===== src/rtl/hp_sup_pkg.sv =====
package hp_sup_pkg;
  localparam int NUM_MAIN  = 4;  // +3V3, +5V, +12V, -12V
  localparam int NUM_UV    = 3;  // -12V has no undervoltage sense
  localparam int NUM_PATHS = 2;
  localparam int PATH_MAIN = 0;
  localparam int PATH_AUX  = 1;

  typedef enum int {
    RAIL_P3V3 = 0,
    RAIL_P5V0 = 1,
    RAIL_P12V = 2,
    RAIL_N12V = 3
  } main_rail_e;

  function automatic int half_window(input int full);
    return (full / 2 < 1) ? 1 : full / 2;
  endfunction
endpackage


===== src/rtl/hp_sync.sv =====
module hp_sync #(
  parameter int WIDTH  = 1,
  parameter int STAGES = 2
) (
  input  logic             clk_i,
  input  logic             rst_ni,
  input  logic [WIDTH-1:0] d_i,
  output logic [WIDTH-1:0] q_o
);
  logic [STAGES-1:0][WIDTH-1:0] stage_q;

  always_ff @(posedge clk_i or negedge rst_ni) begin
    if (!rst_ni) begin
      stage_q <= '0;
    end else begin
      stage_q[0] <= d_i;
      for (int s = 1; s < STAGES; s++) stage_q[s] <= stage_q[s-1];
    end
  end

  assign q_o = stage_q[STAGES-1];
endmodule


===== src/rtl/hp_qual_timer.sv =====
module hp_qual_timer
  import hp_sup_pkg::*;
#(
  parameter int QUAL_CYCLES = 6
) (
  input  logic clk_i,
  input  logic rst_ni,
  input  logic main_flag_i,
  input  logic aux_flag_i,
  output logic fire_o
);
  localparam int FULL = (QUAL_CYCLES < 1) ? 1 : QUAL_CYCLES;
  localparam int HALF = half_window(FULL);
  localparam int CW   = $clog2(FULL + 1);

  logic          any_flag, both_flag;
  logic [CW-1:0] cnt_q, limit;

  assign any_flag  = main_flag_i | aux_flag_i;
  assign both_flag = main_flag_i & aux_flag_i;
  assign limit     = both_flag ? CW'(HALF - 1) : CW'(FULL - 1);
  assign fire_o    = any_flag && (cnt_q >= limit);

  always_ff @(posedge clk_i or negedge rst_ni) begin
    if (!rst_ni)                 cnt_q <= '0;
    else if (!any_flag || fire_o) cnt_q <= '0;
    else                         cnt_q <= cnt_q + 1'b1;
  end

  generate
    if (FULL > 1) begin : g_hold_chk
      AST_FIRE_NEEDS_HISTORY: assert property (@(posedge clk_i) disable iff (!rst_ni)
        (fire_o && !both_flag) |-> $past(any_flag));
    end
  endgenerate
endmodule


===== src/rtl/hp_path_latch.sv =====
module hp_path_latch (
  input  logic clk_i,
  input  logic rst_ni,
  input  logic hold_clr_i,
  input  logic set_i,
  input  logic en_i,
  output logic latch_q_o,
  output logic latch_d_o
);
  logic latch_q, en_q, seen_low_q;
  logic rearm, latch_d, seen_low_d;

  assign rearm      = latch_q & seen_low_q & en_i & ~en_q;
  assign latch_d    = hold_clr_i ? 1'b0 :
                      set_i      ? 1'b1 :
                      rearm      ? 1'b0 : latch_q;
  // enable must be seen low on an edge after the latch is already set
  assign seen_low_d = latch_d & latch_q & (seen_low_q | ~en_i);

  always_ff @(posedge clk_i or negedge rst_ni) begin
    if (!rst_ni) begin
      latch_q    <= 1'b0;
      en_q       <= 1'b0;
      seen_low_q <= 1'b0;
    end else begin
      latch_q    <= latch_d;
      en_q       <= en_i;
      seen_low_q <= seen_low_d;
    end
  end

  assign latch_q_o = latch_q;
  assign latch_d_o = latch_d;

  AST_CLEAR_NEEDS_TOGGLE: assert property (@(posedge clk_i) disable iff (!rst_ni)
    ($fell(latch_q) && !$past(hold_clr_i)) |-> ($past(en_i) && $past(seen_low_q)));
endmodule


===== src/rtl/hp_slot_supervisor.sv =====
module hp_slot_supervisor
  import hp_sup_pkg::*;
#(
  parameter int QUAL_CYCLES = 6,
  parameter int SYNC_STAGES = 2
) (
  input  logic                clk_i,
  input  logic                rst_ni,
  input  logic                supply_ok_i,
  input  logic                ramp_done_i,
  input  logic                main_en_i,
  input  logic                aux_en_i,
  input  logic [NUM_MAIN-1:0] main_oc_i,
  input  logic [NUM_UV-1:0]   main_uv_i,
  input  logic                aux_oc_i,
  input  logic                aux_uv_i,
  output logic [NUM_MAIN-1:0] main_rail_en_o,
  output logic                aux_rail_en_o,
  output logic                main_fault_no,
  output logic                aux_fault_no
);
  localparam int SW     = NUM_MAIN + NUM_UV + 2;
  localparam int AOC_IX = NUM_MAIN + NUM_UV;
  localparam int AUV_IX = SW - 1;

  logic [SW-1:0]        raw_flags, sync_flags;
  logic [NUM_MAIN-1:0]  main_oc_s;
  logic [NUM_UV-1:0]    main_uv_s;
  logic                 aux_oc_s, aux_uv_s;
  logic                 uv_en_q, main_on_q, aux_on_q, fire, any_latch_d;
  logic [NUM_PATHS-1:0] path_flag, path_en, path_on, latch_q, latch_d;

  assign raw_flags = {aux_uv_i, aux_oc_i, main_uv_i, main_oc_i};

  hp_sync #(.WIDTH(SW), .STAGES(SYNC_STAGES)) i_sync (
    .clk_i (clk_i),
    .rst_ni(rst_ni),
    .d_i   (raw_flags),
    .q_o   (sync_flags)
  );

  assign main_oc_s = sync_flags[NUM_MAIN-1:0];
  assign main_uv_s = sync_flags[NUM_MAIN +: NUM_UV];
  assign aux_oc_s  = sync_flags[AOC_IX];
  assign aux_uv_s  = sync_flags[AUV_IX];

  // faults only count on rails that are actually on
  assign path_on[PATH_MAIN]   = main_on_q;
  assign path_on[PATH_AUX]    = aux_on_q;
  assign path_en[PATH_MAIN]   = main_en_i;
  assign path_en[PATH_AUX]    = aux_en_i;
  assign path_flag[PATH_MAIN] = main_on_q & ((|main_oc_s) | (uv_en_q & (|main_uv_s)));
  assign path_flag[PATH_AUX]  = aux_on_q  & (aux_oc_s | (uv_en_q & aux_uv_s));

  hp_qual_timer #(.QUAL_CYCLES(QUAL_CYCLES)) i_qual (
    .clk_i      (clk_i),
    .rst_ni     (rst_ni),
    .main_flag_i(path_flag[PATH_MAIN]),
    .aux_flag_i (path_flag[PATH_AUX]),
    .fire_o     (fire)
  );

  for (genvar p = 0; p < NUM_PATHS; p++) begin : g_path
    hp_path_latch i_latch (
      .clk_i     (clk_i),
      .rst_ni    (rst_ni),
      .hold_clr_i(~supply_ok_i),
      .set_i     (fire & path_flag[p]),
      .en_i      (path_en[p]),
      .latch_q_o (latch_q[p]),
      .latch_d_o (latch_d[p])
    );
  end

  assign any_latch_d = |latch_d;

  always_ff @(posedge clk_i or negedge rst_ni) begin
    if (!rst_ni) begin
      uv_en_q   <= 1'b0;
      main_on_q <= 1'b0;
      aux_on_q  <= 1'b0;
    end else begin
      uv_en_q   <= supply_ok_i & ramp_done_i;
      main_on_q <= supply_ok_i & main_en_i & ~any_latch_d;
      aux_on_q  <= supply_ok_i & aux_en_i  & ~any_latch_d;
    end
  end

  assign main_rail_en_o = {NUM_MAIN{main_on_q}};
  assign aux_rail_en_o  = aux_on_q;
  assign main_fault_no  = ~(path_flag[PATH_MAIN] | latch_q[PATH_MAIN]);
  assign aux_fault_no   = ~(path_flag[PATH_AUX]  | latch_q[PATH_AUX]);

  AST_RAILS_GROUPED: assert property (@(posedge clk_i) disable iff (!rst_ni)
    (main_rail_en_o == '0) || (main_rail_en_o == '1));
  AST_LATCH_SHUTS_ALL: assert property (@(posedge clk_i) disable iff (!rst_ni)
    (|latch_q) |-> (!main_on_q && !aux_on_q && (path_on == '0)));
  AST_NO_SUPPLY_OFF: assert property (@(posedge clk_i) disable iff (!rst_ni)
    !supply_ok_i |=> (!main_on_q && !aux_on_q && (latch_q == '0)));
  AST_UV_NEEDS_SUPPLY: assert property (@(posedge clk_i) disable iff (!rst_ni)
    uv_en_q |-> $past(supply_ok_i && ramp_done_i));
endmodule


===== config.mk =====
export PLATFORM = sky130hd
export DESIGN_NAME = hp_slot_supervisor
export DESIGN_NICKNAME = d
export VERILOG_FILES = /design/src/rtl/hp_sup_pkg.sv /design/src/rtl/hp_sync.sv /design/src/rtl/hp_qual_timer.sv /design/src/rtl/hp_path_latch.sv /design/src/rtl/hp_slot_supervisor.sv
export SDC_FILE = /design/constraint.sdc
export NUM_CORES = 1
export LEC_CHECK = 0
export BUFFER_PORTS_ARGS = -buffer_cell sky130_fd_sc_hd__buf_2
export CORE_MARGIN = 8
export CORE_UTILIZATION = 34
export CTS_BUF_LIST = sky130_fd_sc_hd__clkbuf_16
export DETAILED_ROUTE_END_ITERATION = 8
export PLACE_DENSITY = 0.6
export RECOVER_POWER = 50
export SLEW_MARGIN = 0
export SYNTH_ARGS = -nofsm -noshare
export SYNTH_HDL_FRONTEND = slang
export SYNTH_SLANG_ARGS = --single-unit

===== constraint.sdc =====
create_clock -name clk_i -period 2.7 [get_ports clk_i]
set_input_delay 0.135 -clock clk_i [delete_from_list [all_inputs] [get_ports clk_i]]
set_output_delay 0.135 -clock clk_i [all_outputs]
set_load 0.01 [all_outputs]

==> out/summary.txt <==
buffers from clock root to sink, at most - 2
largest net degree at the start of global routing - 31
Yosys top cell area share - 70.09%
worst hold path type - primary input to flip-flop
I/O pin cnt - 22
fin. max-slew vios - 31
row count - 20
Chip Height - 72.13 µm
DRC errors left - 0
skew final - 0.004565 ns
Fin. Hold Viols - 0
CTS Sinks - 30
Setup TNS Final - 0 ns
Syn Std Cell Area - 1071 µm²
status - finished with violations
die footprint - 5202 µm²
antenna violations before repair - 0
post-synth top area cell - dfrtp_1
Top Metal Used - met4
VDD IR max - 0.5327 mV
RSZ-0062 raised after global routing - no
Synth Area per Inst - 13.22 µm²
post-CTS sizing - 0
met1 WL - 849 µm
Area contributors post-synth - dfrtp_1 70%, ha_1 4.7%, inv_1 3.2%
CP max FO - 4
Max Freq - 0.4683 GHz
CTS Buf Count - 5
WL met2 - 853 µm
reg2reg setup slack - 0.56 ns
placed wire-length estimate - 1339 µm
post-CTS setup buffers - 0
Net Count, Synth - 100
final hold slack - 0.04975 ns
Final WS setup - 0.5647 ns
routability cong. - 0.7425
gr ovfl total - 0
CTS tree - done
nets - 134
slew at the pin with the worst max-slew slack - 1.526 ns
CP startpoint kind - flip-flop
fin crit share - 79.08%
vias in the first global route - 726
final WL - 1848 µm
number of DRC markers in iteration 0 - 13
core area - 3028 µm²
crit end category - flip-flop
Yosys cell types - 23
wire per inst - 11.55 µm
Skew-Pair Late Insertion Delay - 0.27 ns
Placement Setup Slack - 0.5603 ns
failing checks - max-capacitance violations, max-slew violations
1st-pass router iterations - 4
met3 wire len - 119 µm
Seq/Total Area, Yosys - 70.09%
H-Tree Depth - 2
CTS Root Cell - clkbuf_16
Crit Path Class - flip-flop to flip-flop
Vias per Instance - 4.281
post-detailed-route count of antenna-violating nets - 0
Max Cap Viol - 1
DR vias - 685
Synth Register Bits - 30
CP required - 2.88 ns
CP arrival - 2.32 ns
min Tclk post-route - 2.135 ns
Hold-fix buffers, CTS - 10
Synth Warn # - 0
DP Cell Count - 142
port bufs - 21
area grow syn2layout - 34.11%
GR Util All Layers - 7.848%
# diodes - 0
fillers - 277
Cell Pwr Density - 744.2 nW/µm²
clock slew at reported path FFs - 0.05 ns
die width - 72.13 µm
Final setup viols - 0
first-pass GRT wire length - 3049 µm
Syn Inst Count - 81
Pleak - 0.6729 nW
layout cells sized above 1 - 21.55%
Initial Utilization - 35.37%
Finished Layout Cells - 160
most common cell after layout, fill and taps aside - dfrtp_1
most frequent cells in the layout - 30 x dfrtp_1, 16 x buf_2, 10 x dlygate4sd3_1
worst rel slew slack - -1.738%
area by class of cell:
class	instances	area [µm²]	share of cell area (%)
clock buffers	5	125.1	8.711
clock inverters	3	16.27	1.132
inverters	9	33.78	2.352
multi-input cells	38	256.5	17.86
flip-flops and latches	30	750.7	52.26
well taps	44	55.05	3.833
repair buffers	31	198.9	13.85
metrics by stage:
step / power [mW] / util, % / area, µm²
2_1_floorplan: 0.5273 / - / 1071
3_3_place_gp: 0.5555 / 39.67 / 1201
3_5_place_dp: 0.5589 / 39.67 / 1201
4_1_cts: 1.083 / 47.64 / 1443
5_1_grt: 1.115 / 47.44 / 1436
6_report: 1.069 / 47.44 / 1436
critical path, stage by stage, from the launching register on:
cell	delay, ns
dfrtp_1	0.37
nor4_2	0.33
o21ai_0	0.21
nand2_1	0.17
inv_1	0.05
ha_1	0.29
nand2_1	0.05
o21ai_1	0.23
a22oi_1	0.15
nor3_1	0.20
routing by layer:
metal	up-vias	track usage, %
li1	332	-
met3	4	4.959
met5	-	0
met4	0	4.082
met2	18	12.84
met1	331	7.429
registers in the layout, indices dropped and copies added (netlist names):
signal and flops:
uv_en_q 1, i_sync.q_o 9, g_path.i_latch.seen_low_q 2, i_sync.stage_q 9, aux_rail_en_o 1, main_on_q 1, g_path.i_latch.en_q 2, g_path.i_latch.latch_q_o 2
i_qual.cnt_q 3
final timing paths:
path	from	cells past startpoint	to
min in group asynchronous	rst_ni	2	i_sync.stage_q[3]$_DFF_PN0_
setup reg to reg	i_sync.q_o[1]$_DFF_PN0_	9	g_path[0].i_latch.seen_low_q$_DFF_PN0_
setup / recovery	i_sync.q_o[1]$_DFF_PN0_	9	g_path[0].i_latch.seen_low_q$_DFF_PN0_
hold / removal	main_en_i	1	g_path[0].i_latch.en_q$_DFF_PN0_
hold reg to reg	i_sync.stage_q[4]$_DFF_PN0_	0	i_sync.q_o[4]$_DFF_PN0_
max in group asynchronous	rst_ni	2	g_path[0].i_latch.latch_q_o$_DFF_PN0_
cells in the mapped netlist (all sizes together):
cell type  count
o211ai         1
o311ai         1
o21ai          3
nor3           1
nor4           1
inv            9
a221oi         1
xnor2          1
o221ai         1
ha             4
a21oi          3
nor2b          1
a21boi         1
nand2          4
buf            4
and2           3
nand3b         2
a31oi          1
nor2           7
a22oi          1
dfrtp         30
nand2b         1
power by group:
| group | internal, mW | total (mW) | switching, mW |
|---|---|---|---|
| Combinational | 0.0355 | 0.0749 | 0.0393 |
| Sequential | 0.474 | 0.485 | 0.0111 |
| Clock | 0.334 | 0.509 | 0.175 |
| Total | 0.843 | 1.07 | 0.225 |
logic make-up after synthesis:
logic type,count (synthesis),synth area share (%)
compound gates,13,8.646
xor+xnor,1,0.8179
fa+ha+maj,4,4.673
buf+inv,13,5.958
flops,30,70.09
simple gates,20,9.813
(Power assumes the default switching activity.)
